--- src/rtl/spi_drclk_pkg.sv ---
package spi_drclk_pkg;

   // Which half of the serial clock cycle is in progress.
   typedef enum logic {
      PH_LEAD  = 1'b0,   // clock at resting level, waiting for the leading edge
      PH_TRAIL = 1'b1    // clock away from rest, waiting for the trailing edge
   } half_e;

   function automatic int idx_width(input int n);
      return (n > 1) ? $clog2(n) : 1;
   endfunction

endpackage

--- src/rtl/drclk_rate_sel.sv ---
module drclk_rate_sel
   import spi_drclk_pkg::*;
#(
   parameter int DIV_W       = 16,
   parameter int PAT_W       = 32,
   parameter bit VAR_SUPPORT = 1'b1,
   localparam int IDX_W      = idx_width(PAT_W)
) (
   input  logic             var_en,
   input  logic [DIV_W-1:0] div_a,
   input  logic [DIV_W-1:0] div_b,
   input  logic [PAT_W-1:0] pattern,
   input  logic [IDX_W-1:0] idx_nxt,
   output logic [DIV_W-1:0] div_sel
);

   generate
      if (VAR_SUPPORT) begin : g_var
         logic pick_alt;
         always_comb begin
            pick_alt = var_en & pattern[idx_nxt];
            div_sel  = pick_alt ? div_b : div_a;
         end
      end else begin : g_fixed
         logic             unused_ok;
         assign unused_ok = var_en ^ (^div_b) ^ (^pattern) ^ (^idx_nxt);
         assign div_sel   = div_a;
      end
   endgenerate

endmodule

--- src/rtl/drclk_half_timer.sv ---
module drclk_half_timer #(
   parameter int DIV_W = 16
) (
   input  logic             clk,
   input  logic             rst_n,
   input  logic             run,
   input  logic             active,
   input  logic             load_en,
   input  logic [DIV_W-1:0] load_val,
   output logic             expire
);

   logic [DIV_W-1:0] cnt_q;
   logic [DIV_W-1:0] lim_q;

   assign expire = active && (cnt_q == lim_q);

   always_ff @(posedge clk or negedge rst_n) begin
      if (!rst_n) begin
         cnt_q <= '0;
         lim_q <= '0;
      end else if (!run) begin
         cnt_q <= '0;
      end else if (load_en) begin
         cnt_q <= '0;
         lim_q <= load_val;
      end else if (expire) begin
         cnt_q <= '0;
      end else if (active) begin
         cnt_q <= cnt_q + 1'b1;
      end
   end


   cnt_le_lim_chk: assert property (@(posedge clk) disable iff (!rst_n)
      active |-> (cnt_q <= lim_q));


   lim_hold_chk: assert property (@(posedge clk) disable iff (!rst_n)
      (active && !load_en) |=> $stable(lim_q));

endmodule

--- src/rtl/drclk_phase_seq.sv ---
module drclk_phase_seq
   import spi_drclk_pkg::*;
#(
   parameter int PAT_W  = 32,
   localparam int IDX_W = idx_width(PAT_W),
   localparam logic [IDX_W-1:0] LAST_IDX = IDX_W'(PAT_W - 1)
) (
   input  logic             clk,
   input  logic             rst_n,
   input  logic             run,
   input  logic             expire,
   output logic             active,
   output half_e            phase,
   output logic [IDX_W-1:0] idx_nxt,
   output logic             load_en,
   output logic             lead_stb,
   output logic             trail_stb
);

   logic [IDX_W-1:0] idx_q;

   always_comb begin
      if (!active)                idx_nxt = '0;
      else if (idx_q == LAST_IDX) idx_nxt = '0;
      else                        idx_nxt = idx_q + 1'b1;
      load_en = run && (!active || (expire && phase == PH_TRAIL));
   end

   always_ff @(posedge clk or negedge rst_n) begin
      if (!rst_n) begin
         active    <= 1'b0;
         phase     <= PH_LEAD;
         idx_q     <= '0;
         lead_stb  <= 1'b0;
         trail_stb <= 1'b0;
      end else if (!run) begin
         active    <= 1'b0;
         phase     <= PH_LEAD;
         idx_q     <= '0;
         lead_stb  <= 1'b0;
         trail_stb <= 1'b0;
      end else if (!active) begin
         active    <= 1'b1;
         phase     <= PH_LEAD;
         idx_q     <= '0;
         lead_stb  <= 1'b0;
         trail_stb <= 1'b0;
      end else begin
         lead_stb  <= expire && (phase == PH_LEAD);
         trail_stb <= expire && (phase == PH_TRAIL);
         if (expire) begin
            phase <= (phase == PH_LEAD) ? PH_TRAIL : PH_LEAD;
            if (phase == PH_TRAIL) idx_q <= idx_nxt;
         end
      end
   end


   strobe_excl_chk: assert property (@(posedge clk) disable iff (!rst_n)
      !(lead_stb && trail_stb));


   lead_pulse_chk: assert property (@(posedge clk) disable iff (!rst_n)
      lead_stb |=> !lead_stb);


   idle_when_off_chk: assert property (@(posedge clk) disable iff (!rst_n)
      !run |=> (!lead_stb && !trail_stb && phase == PH_LEAD));


   idx_range_chk: assert property (@(posedge clk) disable iff (!rst_n)
      idx_q <= LAST_IDX);

endmodule

--- src/rtl/spi_dualrate_sclk.sv ---
module spi_dualrate_sclk
   import spi_drclk_pkg::*;
#(
   parameter int DIV_W       = 16,
   parameter int PAT_W       = 32,
   parameter bit VAR_SUPPORT = 1'b1,
   localparam int IDX_W      = idx_width(PAT_W)
) (
   input  logic             clk,
   input  logic             rst_n,
   input  logic             run,
   input  logic             cpol,
   input  logic             var_en,
   input  logic [DIV_W-1:0] div_a,
   input  logic [DIV_W-1:0] div_b,
   input  logic [PAT_W-1:0] pattern,
   output logic             sclk,
   output logic             lead_stb,
   output logic             trail_stb
);

   generate
      if (DIV_W < 1 || DIV_W > 32) begin : g_bad_div
         $error("spi_dualrate_sclk: DIV_W must lie in 1..32");
      end
      if (PAT_W < 1 || PAT_W > 256) begin : g_bad_pat
         $error("spi_dualrate_sclk: PAT_W must lie in 1..256");
      end
   endgenerate

   logic             active;
   half_e            phase;
   logic [IDX_W-1:0] idx_nxt;
   logic             load_en;
   logic             expire;
   logic [DIV_W-1:0] div_sel;

   drclk_rate_sel #(
      .DIV_W      (DIV_W),
      .PAT_W      (PAT_W),
      .VAR_SUPPORT(VAR_SUPPORT)
   ) u_rate_sel (
      .var_en (var_en),
      .div_a  (div_a),
      .div_b  (div_b),
      .pattern(pattern),
      .idx_nxt(idx_nxt),
      .div_sel(div_sel)
   );

   drclk_half_timer #(
      .DIV_W(DIV_W)
   ) u_half_timer (
      .clk     (clk),
      .rst_n   (rst_n),
      .run     (run),
      .active  (active),
      .load_en (load_en),
      .load_val(div_sel),
      .expire  (expire)
   );

   drclk_phase_seq #(
      .PAT_W(PAT_W)
   ) u_phase_seq (
      .clk      (clk),
      .rst_n    (rst_n),
      .run      (run),
      .expire   (expire),
      .active   (active),
      .phase    (phase),
      .idx_nxt  (idx_nxt),
      .load_en  (load_en),
      .lead_stb (lead_stb),
      .trail_stb(trail_stb)
   );

   assign sclk = cpol ^ (phase == PH_TRAIL);


   lead_level_chk: assert property (@(posedge clk) disable iff (!rst_n)
      lead_stb |-> (sclk != cpol));


   trail_level_chk: assert property (@(posedge clk) disable iff (!rst_n)
      trail_stb |-> (sclk == cpol));

endmodule

--- config.mk ---
export PLATFORM = sky130hd
export DESIGN_NAME = spi_dualrate_sclk
export DESIGN_NICKNAME = d
export VERILOG_FILES = /design/src/rtl/spi_drclk_pkg.sv /design/src/rtl/drclk_rate_sel.sv /design/src/rtl/drclk_half_timer.sv /design/src/rtl/drclk_phase_seq.sv /design/src/rtl/spi_dualrate_sclk.sv
export SDC_FILE = /design/constraint.sdc
export NUM_CORES = 1
export LEC_CHECK = 0
export ABC_AREA = 0
export BUFFER_PORTS_ARGS = -buffer_cell sky130_fd_sc_hd__buf_4
export CORE_MARGIN = 2
export CORE_UTILIZATION = 53
export CTS_CLUSTER_DIAMETER = 150
export CTS_CLUSTER_SIZE = 12
export DETAILED_ROUTE_END_ITERATION = 10
export GPL_TIMING_DRIVEN = 0
export PLACE_DENSITY = 0.8
export SLEW_MARGIN = 5
export SYNTH_ARGS = -nofsm -noshare
export SYNTH_HDL_FRONTEND = slang
export SYNTH_SLANG_ARGS = --single-unit
--- constraint.sdc ---
create_clock -name clk -period 3.5 [get_ports clk]
set_input_delay 0 -clock clk [delete_from_list [all_inputs] [get_ports clk]]
set_output_delay 0 -clock clk [all_outputs]
set_load 0.01 [all_outputs]
==> results.py, run 1 <==
metrics = {
    "floorplan": {
        "placementRows": 25,
        "fp.dieH_um": 74.2,
        "start_util_pct": 55.3,
        "core_sq_um": 4720,
        "fp.dieW_um": 74.2,
        "io_pins": 72,
        "design.die.area_sq_um": 5500,
    },
    "clocking": {
        "clk_path_buf_depth": 2,
        "worstSkewPairLatency_ps": 300,
        "cts_tree": "done",
        "cts.reportedPaths.clkPinSlew_ps": 80,
        "cts-root-buf": "clkbuf_8",
        "cts_buffers": 5,
        "h-tree-depth": 2,
        "cts.sinks": 41,
        "ctsResizeCount": 0,
    },
    "worst_setup_path": {
        "critPathArrivalTime_ps": 3480,
        "cp_max_fo": 10,
        "crit_family": "simple AND/OR/NAND/NOR gates",
        "slowest_delay_ps": 410,
        "slowest_stage": "dfrtp_1",
        "end_kind": "flip-flop",
        "path_buf_inv": 3,
        "crit_required_ps": 3720,
        "critPathLaunchType": "flip-flop",
        "worst-setup-path-type": "reg2reg",
        "crit_chain": "ha_1 > and3_1 > ha_1 > buf_6 > nor2_4 > buf_6 > mux2_2 > o22a_1 > o2111ai_1 > o21ai_1 > clkbuf_1 > or3b_1 > a31oi_1",
    },
    "synth": {
        "synthTopCellsByArea": "dfrtp_1 (39%), xor2_1 (7.7%), nor2_1 (5.7%)",
        "synth_edf_count": 0,
        "avgSynthCellArea_sq_um": 9.19,
        "synth_flop_cell": "dfrtp_1",
        "yosys.area_share.simple_pct": 23.8,
        "synth_xor_xnor_area_share_pct": 10.7,
        "synth_nets": 356,
        "yosysTopAreaCell": "dfrtp_1",
        "synth_mux_area_share_pct": 6.23,
        "async_flop_share_pct": 100,
        "synthAdderAreaFrac_pct": 1.44,
        "yosysWarnings": 0,
        "synth_compound_area_share_pct": 14.0,
        "synth_seq_cells": 41,
        "yosysTopAreaCellShare_pct": 39.3,
        "synthesis.area_sq_um": 2610,
        "synth.yosys.seq_area_share_pct": 39.3,
        "synth_cells": 284,
        "yosysUniqueCellTypes": 45,
        "synth_top_family_by_area": "simple AND/OR/NAND/NOR gates",
    },
    "layout": {
        "syn2layout_area_growth_pct": 33.4,
        "fillerInstances": 359,
        "final_cell_mix": "buf_4 (72), dfrtp_1 (41), nor2_1 (40)",
        "layout_commonest_cell": "buf_4",
        "drive_above_1_share_pct": 27.6,
        "antennaDiodeCount": 0,
        "layout.nets": 448,
    },
    "route": {
        "drt_wl_total_um": 6790,
        "first_pass_iters": 4,
        "ant_nets": 0,
        "initialDrtViolationCount": 142,
        "vias": 2485,
        "routedWlPerCell_um": 15.3,
        "drcViolationCount": 0,
        "via_per_inst": 5.60,
    },
    "power": {
        "powerDensity_nw_per_um2": 322,
        "ir_worst_vdd_mv": 0.186,
        "power.leakage_nw": 1.62,
    },
    "timing": {
        "worst_slew_pin_slew_ps": 533,
        "fin_worst_skew_ps": 5.12,
        "setup_viol": 0,
        "fin_ws_ps": 243,
        "finalCritPeriodShare_pct": 93.1,
        "tns_ps": 0,
        "fmax_mhz": 307,
        "slew_headroom_pct": 64.4,
        "rsz0062_at_grt": "no",
        "slew_viol_final": 0,
        "layout_min_cycle_time_ps": 3260,
        "finalHoldViolations": 0,
    },
    "global_route": {
        "grt.overflow.total": 0,
        "track_usage_pct": 26.7,
        "grt_max_degree": 42,
        "antenna_found_initial": 0,
        "grt_pass1_vias": 2462,
        "grt_first_pass_wirelength_um": 11300,
    },
    "status": {
        "status": "finished, final reports clean",
    },
    "placed_design": {
        "io_buffers": 71,
        "gp_congestion": 0.840,
        "hpwlAfterDp_um": 4980,
        "dp_slack_ps": 300,
    },
    "hold_path": {
        "hold_class": "in2reg",
    },
    "job": {
        "drv_cap": 0,
    },
}
path summary, 6_finish.rpt:
kind	start	endpoint	slack [ps]	cells past startpoint
worst max-delay path	u_phase_seq.idx_q[1]	u_half_timer.lim_q[8]	240	13
worst min-delay path	div_b[1]	u_half_timer.lim_q[1]	0.0004	3
worst max register to register	u_phase_seq.idx_q[1]	u_half_timer.lim_q[8]	240	13
worst min register to register	u_half_timer.cnt_q[0]	u_half_timer.cnt_q[0]	560	1
max in group asynchronous	rst_n	u_half_timer.lim_q[10]	2910	2
min in group asynchronous	rst_n	u_phase_seq.idx_q[0]	220	2
where the power goes:
group,internal (mW),total [mW],switching [mW]
logic,0.114,0.195,0.0815
clock network,0.233,0.398,0.165
registers,0.502,0.530,0.0277
total,0.848,1.12,0.274
cell type report:
| cell class | count | area, sq um | share of cell area, % |
|---|---|---|---|
| Multi-Input combinational cell | 219 | 1470 | 42.1 |
| Timing Repair Buffer | 85 | 673 | 19.3 |
| Buffer | 18 | 96.3 | 2.76 |
| Clock buffer | 7 | 86.3 | 2.48 |
| Sequential cell | 41 | 1030 | 29.4 |
| Inverter | 6 | 22.5 | 0.646 |
| Clock inverter | 1 | 30.0 | 0.862 |
| Tap cell | 67 | 83.8 | 2.41 |
synthesized netlist by cell type (2+ instances only):
cell,n
or3b_1,14
nor3_1,4
o22a_1,2
dfrtp_1,41
mux2_2,4
nand3b_1,3
or2_2,2
and3_1,6
clkbuf_1,7
nor2_1,40
a21oi_1,5
or3b_2,2
buf_6,2
o221ai_1,3
nand3_1,12
nand4_1,4
o21ai_1,2
buf_2,8
a31oi_1,17
mux2i_1,8
nor4_1,3
o21ai_0,20
ha_1,3
inv_1,6
nand2_1,11
xor2_1,23
xnor2_1,9
nand2b_1,6
worst register-to-register path, stage by stage (launching register included):
cell	delay, ps
dfrtp_1	410
ha_1	220
and3_1	150
ha_1	180
buf_6	140
nor2_4	220
buf_6	190
mux2_2	340
o22a_1	180
o2111ai_1	170
o21ai_1	160
clkbuf_1	240
or3b_1	410
a31oi_1	170
cells by family (layout without fill, tap and decap cells):
group	count (synthesis)	in the layout
simple gates	113	113
compound gates	57	57
flops	41	41
xor+xnor	32	32
buf+inv	24	117
mux	14	14
fa+ha+maj	3	3
stage by stage:
stage	hold slack (ps)	cell area [sq um]	total power, mW	utilization (%)	std cells
final	0.000389	3480	1.12	73.8	444
after global placement	6.41	3230	0.714	68.3	422
after detailed placement	13.1	3230	0.720	68.3	422
after global routing	24.2	3480	1.17	73.8	444
after CTS	1.29	3480	1.13	73.8	444
after floorplan	-296	2610	0.624	-	284
repair_timing:
action                    CTS  global route
hold endpoints to repair   55             0
hold buffers               14             0
buffers inserted            0             0
routing by layer:
layer | vias up | wire length [um] | track usage (%)
met2 | 79 | 3230 | 43.3
met1 | 1203 | 3140 | 36.7
li1 | 1189 | - | -
met3 | 14 | 293 | 3.79
met4 | 0 | 139 | 9.49
met5 | - | 0 | 0
registers in the layout (all words and copies together) (netlist names):
register	flops
u_half_timer.cnt_q	16
u_half_timer.lim_q	16
u_phase_seq.active	1
u_phase_seq.idx_q	5
u_phase_seq.lead_stb	1
u_phase_seq.phase	1
u_phase_seq.trail_stb	1
Note: power is estimated with default switching activity, not from simulation.
==> run 2: changes to the inputs <==
--- a/config.mk
+++ b/config.mk
@@ -7,13 +7,15 @@
 export LEC_CHECK = 0
 export ABC_AREA = 0
 export BUFFER_PORTS_ARGS = -buffer_cell sky130_fd_sc_hd__buf_4
+export CELL_PAD_IN_SITES_DETAIL_PLACEMENT = 1
+export CELL_PAD_IN_SITES_GLOBAL_PLACEMENT = 1
 export CORE_MARGIN = 2
-export CORE_UTILIZATION = 53
+export CORE_UTILIZATION = 39
 export CTS_CLUSTER_DIAMETER = 150
 export CTS_CLUSTER_SIZE = 12
 export DETAILED_ROUTE_END_ITERATION = 10
 export GPL_TIMING_DRIVEN = 0
-export PLACE_DENSITY = 0.8
+export PLACE_DENSITY = 0.79
 export SLEW_MARGIN = 5
 export SYNTH_ARGS = -nofsm -noshare
 export SYNTH_HDL_FRONTEND = slang
==> run 2 against run 1 <==
  * Final cell count increased by 1.6%
  * Combinational power about the same
  * Total power decreased by 6.5%
  * Critical endpoint is now u_half_timer.lim_q[6]
  * Critical path type unchanged
  * Cell area decreased by 0.90%
  * Clock skew decreased by 0.82 ps
  * Clock-buffer cell count decreased by 1
  * Critical path depth unchanged
  * Global-route usage decreased by 4.6 points
==> results.py, run 2 (synthesis gave the netlist of run 1 again) <==
metrics = {
    "job": {
        "drv_cap": 0,
    },
    "worst_setup_path": {
        "crit_required_ps": 3710,
        "crit_chain": "ha_1 > and3_1 > ha_1 > buf_6 > nor2_4 > buf_6 > mux2_2 > o22a_1 > o2111ai_1 > o21ai_1 > buf_2 > or3b_1 > a31oi_1",
        "worstSetupStartpoint": "u_phase_seq.idx_q[1]",
        "cp_max_fo": 10,
        "r2r_end": "u_half_timer.lim_q[6]",
        "end_kind": "flip-flop",
        "worst-setup-path-type": "reg2reg",
        "r2r_cells": 13,
        "r2r_slack_ps": 190,
        "critPathLaunchType": "flip-flop",
        "r2r_start": "u_phase_seq.idx_q[1]",
        "crit_path_end": "u_half_timer.lim_q[6]",
        "slowest_delay_ps": 410,
        "critPathArrivalTime_ps": 3520,
        "slowest_stage": "dfrtp_1",
    },
    "route": {
        "ant_nets": 0,
        "drt_wl_total_um": 7710,
        "initialDrtViolationCount": 33,
        "vias": 2461,
        "routedWlPerCell_um": 17.1,
        "drcViolationCount": 0,
        "first_pass_iters": 4,
        "via_per_inst": 5.46,
    },
    "timing": {
        "rsz0062_at_grt": "no",
        "fin_ws_ps": 190,
        "worst_slew_pin_slew_ps": 528,
        "finalHoldViolations": 0,
        "hold-worst-slack_ps": 6.83,
        "slew_headroom_pct": 64.8,
        "setup_viol": 0,
        "finalCritPeriodShare_pct": 94.6,
        "fmax_mhz": 302,
        "slew_viol_final": 0,
        "tns_ps": 0,
        "layout_min_cycle_time_ps": 3310,
        "fin_worst_skew_ps": 4.30,
    },
    "floorplan": {
        "core_sq_um": 6420,
        "placementRows": 29,
        "fp.dieH_um": 85.8,
        "io_pins": 72,
        "design.die.area_sq_um": 7370,
        "start_util_pct": 40.7,
        "fp.dieW_um": 85.8,
    },
    "clocking": {
        "cts_buffers": 5,
        "h-tree-depth": 2,
        "cts.reportedPaths.clkPinSlew_ps": 80,
        "cts-root-buf": "clkbuf_8",
        "clk_path_buf_depth": 2,
        "cts_tree": "done",
        "worstSkewPairLatency_ps": 290,
        "cts.sinks": 41,
    },
    "layout": {
        "drive_above_1_share_pct": 28.3,
        "layout.nets": 446,
        "final_cell_mix": "buf_4 (72), dfrtp_1 (41), nor2_1 (40)",
        "layout_commonest_cell": "buf_4",
        "fillerInstances": 733,
        "utilization_pct": 53.8,
        "top_regs": "u_half_timer.cnt_q x16, u_half_timer.lim_q x16, u_phase_seq.idx_q x5",
        "syn2layout_area_growth_pct": 32.2,
        "postLayoutCellArea_sq_um": 3450,
        "final_cells": 451,
        "antennaDiodeCount": 0,
    },
    "placed_design": {
        "gp_congestion": 0.805,
        "placed_area_sq_um": 3240,
        "dp_slack_ps": 134,
        "place_inst": 432,
        "io_buffers": 71,
        "hpwlAfterDp_um": 5800,
    },
    "global_route": {
        "grt_max_degree": 42,
        "grt_pass1_vias": 2628,
        "antenna_found_initial": 0,
        "grt.overflow.total": 0,
        "grt_first_pass_wirelength_um": 12900,
        "track_usage_pct": 22.1,
    },
    "power": {
        "ir_worst_vdd_mv": 0.172,
        "power.leakage_nw": 1.61,
        "powerDensity_nw_per_um2": 304,
        "power_mw": 1.05,
    },
    "status": {
        "status": "finished, final reports clean",
    },
    "hold_path": {
        "hold_class": "in2reg",
    },
}
## run 2: area by class of cell
type	instances	area [sq um]	area share [%]
multi-input cells	219	1470	42.5
flip-flops and latches	41	1030	29.7
repair buffers	83	653	18.9
plain buffers	18	98.8	2.86
well taps	77	96.3	2.79
clock buffers	6	82.6	2.39
inverters	6	22.5	0.652
clock inverters	1	7.51	0.217
## run 2: worst min path at each step
stage	depth (start not counted)	startpoint	slack [ps]	end
after floorplan	0	rst_n	-300	u_half_timer.cnt_q[0]
after global placement	1	rst_n	20	u_phase_seq.trail_stb
after detailed placement	1	rst_n	20	u_phase_seq.lead_stb
after CTS	3	div_b[1]	0.05	u_half_timer.lim_q[1]
after global routing	3	div_b[9]	20	u_half_timer.lim_q[9]
final	3	div_b[1]	7	u_half_timer.lim_q[1]
## run 2: routing by layer
metal	share of wire [%]	vias to the layer above	routed length, um	GRT usage, %
li1	-	1181	-	-
met1	46	1212	3520	30.5
met2	49	56	3790	36.5
met3	3.2	12	246	2.60
met4	1.9	0	149	7.07
met5	0	-	0	0
## run 2: worst max-delay path: cells and delay by family, from the launching register on
family                     cells  cell delay (ps)
and+or+nand+nor                3              740
adders and majority gates      2              420
AOI/OAI and AO/OA              4              750
DFF                            1              410
buffers and inverters          3              560
muxes                          1              340
## run 2: what timing repair did
| action | CTS | global route |
|---|---|---|
| buffers inserted | 0 | 0 |
| endpoints found under the hold margin | 53 | 0 |
| resized for setup | 0 | 5 |
| setup endpoints to repair | 0 | 14 |
| hold buffers | 12 | 0 |
## run 2: power by group
group	internal (mW)	switching, mW	total (mW)
Sequential	0.502	0.0284	0.531
Combinational	0.113	0.0835	0.196
Clock	0.156	0.167	0.323
==> run 3: changes to the inputs <==
--- a/config.mk
+++ b/config.mk
@@ -16,6 +16,7 @@
 export DETAILED_ROUTE_END_ITERATION = 10
 export GPL_TIMING_DRIVEN = 0
 export PLACE_DENSITY = 0.79
+export SETUP_SLACK_MARGIN = 0.4
 export SLEW_MARGIN = 5
 export SYNTH_ARGS = -nofsm -noshare
 export SYNTH_HDL_FRONTEND = slang
==> run 3 against run 2 <==
  * The flow now finishes with violations (negative hold slack)
  * Cell area grew 5.5%
  * Clock skew grew 1.4 ps
  * Sequential power is essentially flat
  * Total power grew 1.6%
  * Global-route usage grew 0.59 points
  * First-iteration DRC count grew 73%
  * Critical path depth shrank 1
  * Via count grew 4.6%
  * Critical endpoint unchanged
  * Largest power group unchanged
==> results.py, run 3 (synthesis gave the netlist of run 1 again) <==
metrics = {
    "layout": {
        "multi_input_comb_area_sq_um": 1530,
        "final_cell_mix": "buf_4 (83), dfrtp_1 (41), nor2_1 (40)",
        "syn2layout_area_growth_pct": 39.6,
        "layout.nets": 460,
        "utilization_pct": 56.8,
        "fillerInstances": 731,
        "layout_commonest_cell": "buf_4",
        "drive_above_1_share_pct": 33.5,
        "ff_latch_area_sq_um": 1030,
        "antennaDiodeCount": 0,
        "top_regs": "u_half_timer.cnt_q x16, u_half_timer.lim_q x16, u_phase_seq.idx_q x5",
        "postLayoutCellArea_sq_um": 3640,
    },
    "route": {
        "drt_wl_total_um": 8390,
        "initialDrtViolationCount": 57,
        "first_pass_iters": 4,
        "routedWlPerCell_um": 18.0,
        "drcViolationCount": 0,
        "via_per_inst": 5.53,
        "ant_nets": 0,
        "vias": 2573,
    },
    "clocking": {
        "cts.reportedPaths.clkPinSlew_ps": 80,
        "cts-root-buf": "clkbuf_8",
        "h-tree-depth": 2,
        "cts_buffers": 5,
        "cts.sinks": 41,
        "clk_path_buf_depth": 2,
        "worstSkewPairLatency_ps": 300,
        "cts_tree": "done",
    },
    "worst_setup_path": {
        "worst-setup-path-type": "reg2reg",
        "critPathLaunchType": "flip-flop",
        "worstSetupStartpoint": "u_phase_seq.idx_q[1]",
        "path_buf_inv": 2,
        "crit_chain": "ha_2 > and3_4 > ha_2 > buf_6 > or3b_4 > mux2i_4 > a221oi_2 > a311oi_2 > nor4_4 > clkbuf_8 > or3b_1 > a31oi_1",
        "path_common_cell": "ha_2",
        "cp_max_fo": 7,
        "slowest_stage": "dfrtp_1",
        "crit_family": "simple AND/OR/NAND/NOR gates",
        "crit_required_ps": 3710,
        "slowest_delay_ps": 400,
        "critPathArrivalTime_ps": 3220,
        "r2r_start": "u_phase_seq.idx_q[1]",
        "end_kind": "flip-flop",
    },
    "power": {
        "p_sw_uw": 291,
        "p_comb_share_pct": 19.3,
        "powerDensity_nw_per_um2": 292,
        "ir_worst_vdd_mv": 0.179,
        "clockPowerShare_pct": 30.8,
        "power.leakage_nw": 1.69,
        "p_int_uw": 775,
        "p_seq_share_pct": 49.9,
        "switching_share_pct": 27.3,
    },
    "timing": {
        "slew_headroom_pct": 64.1,
        "fin_worst_skew_ps": 5.73,
        "slew_viol_final": 0,
        "finalCritPeriodShare_pct": 86.1,
        "fmax_mhz": 332,
        "worst_slew_pin_slew_ps": 539,
        "finalHoldViolations": 1,
        "rsz0062_at_grt": "no",
        "layout_min_cycle_time_ps": 3010,
        "setup_viol": 0,
        "hold-worst-slack_ps": -2.41,
        "tns_ps": 0,
    },
    "floorplan": {
        "core_sq_um": 6420,
        "fp.dieW_um": 85.8,
        "design.die.area_sq_um": 7370,
        "start_util_pct": 40.7,
        "fp.dieH_um": 85.8,
        "placementRows": 29,
        "io_pins": 72,
    },
    "global_route": {
        "antenna_found_initial": 0,
        "track_usage_pct": 22.7,
        "grt_first_pass_wirelength_um": 13100,
        "grt_max_degree": 42,
        "grt_pass1_vias": 2664,
        "grt.overflow.total": 0,
    },
    "placed_design": {
        "gp_congestion": 0.805,
        "io_buffers": 71,
        "hpwlAfterDp_um": 5800,
        "placed_area_sq_um": 3240,
    },
    "hold_path": {
        "hold_class": "in2reg",
        "min-delay-start": "div_b[1]",
    },
    "status": {
        "violations": "negative hold slack",
        "status": "finished with violations",
    },
    "job": {
        "drv_cap": 0,
    },
}
[run 3: cell count changes in the layout (fill, tap and decap cells not counted), moves of 2 or more]
cell and delta:
buf_4 +11, buf_6 +4, ha_1 -2, ha_2 +2, nor3_1 -2, nor3_2 +2
[run 3: per-layer routing]
metal	share of wire [%]	global-route usage [%]	up-vias
met5	0	0	-
met4	2.0	7.36	0
met3	3.2	2.69	13
met2	50	38.3	62
met1	45	30.5	1291
li1	-	-	1207
[run 3: worst register-to-register path, cell delays in order, from the launching register on]
cell      delay, ps
dfrtp_1         400
ha_2            200
and3_4          140
ha_2            170
buf_6           130
or3b_4          380
mux2i_4         240
a221oi_2         70
a311oi_2        300
nor4_4          130
clkbuf_8        180
or3b_1          380
a31oi_1         210
[run 3: path summary, 6_finish.rpt]
| check | end | slack (ps) | depth (start not counted) |
|---|---|---|---|
| worst max register to register | u_half_timer.lim_q[6] | 490 | 12 |
| max in group asynchronous | u_phase_seq.idx_q[3] | 2900 | 2 |
| worst max-delay path | u_half_timer.lim_q[6] | 490 | 12 |
| worst min-delay path | u_half_timer.lim_q[1] | -2 | 3 |
| min in group asynchronous | u_phase_seq.lead_stb | 210 | 2 |
| worst min register to register | u_half_timer.lim_q[1] | 570 | 2 |
[run 3: cell type report]
class | instances | share of cell area, %
Inverter | 6 | 0.618
Tap cell | 77 | 2.64
Timing Repair Buffer | 97 | 20.8
Clock inverter | 1 | 0.206
Multi-Input combinational cell | 219 | 41.8
Buffer | 18 | 3.50
Sequential cell | 41 | 28.1
Clock buffer | 6 | 2.27
[run 3: repair_timing]
action                                  in CTS  in global routing
gates resized for setup                     10                 21
buffers inserted                             4                  7
pin swaps                                    4                  9
endpoints found under the hold margin       53                  0
cloned                                       0                  3
hold buffers                                12                  0
endpoints found under the setup margin      16                 16
[run 3: metrics by stage]
stage / std cells / power [mW] / hold slack [ps] / setup slack (ps)
after global placement: 432 / 0.718 / 21.7 / 294
after global routing: 465 / 1.11 / 11.9 / 387
final: 465 / 1.07 / -2.41 / 488
after CTS: 455 / 1.06 / 0.0486 / 422
after detailed placement: 432 / 0.725 / 17.9 / 134
after floorplan: 284 / 0.624 / -296 / 613
[run 3: power groups by stage]
stage / Sequential [mW] / Clock, mW / Combinational, mW
final: 0.532 / 0.328 / 0.206
after global routing: 0.534 / 0.349 / 0.230
after CTS: 0.530 / 0.332 / 0.199
after detailed placement: 0.539 / 0 / 0.186
after global placement: 0.538 / 0 / 0.180
after floorplan: 0.528 / 0 / 0.0954
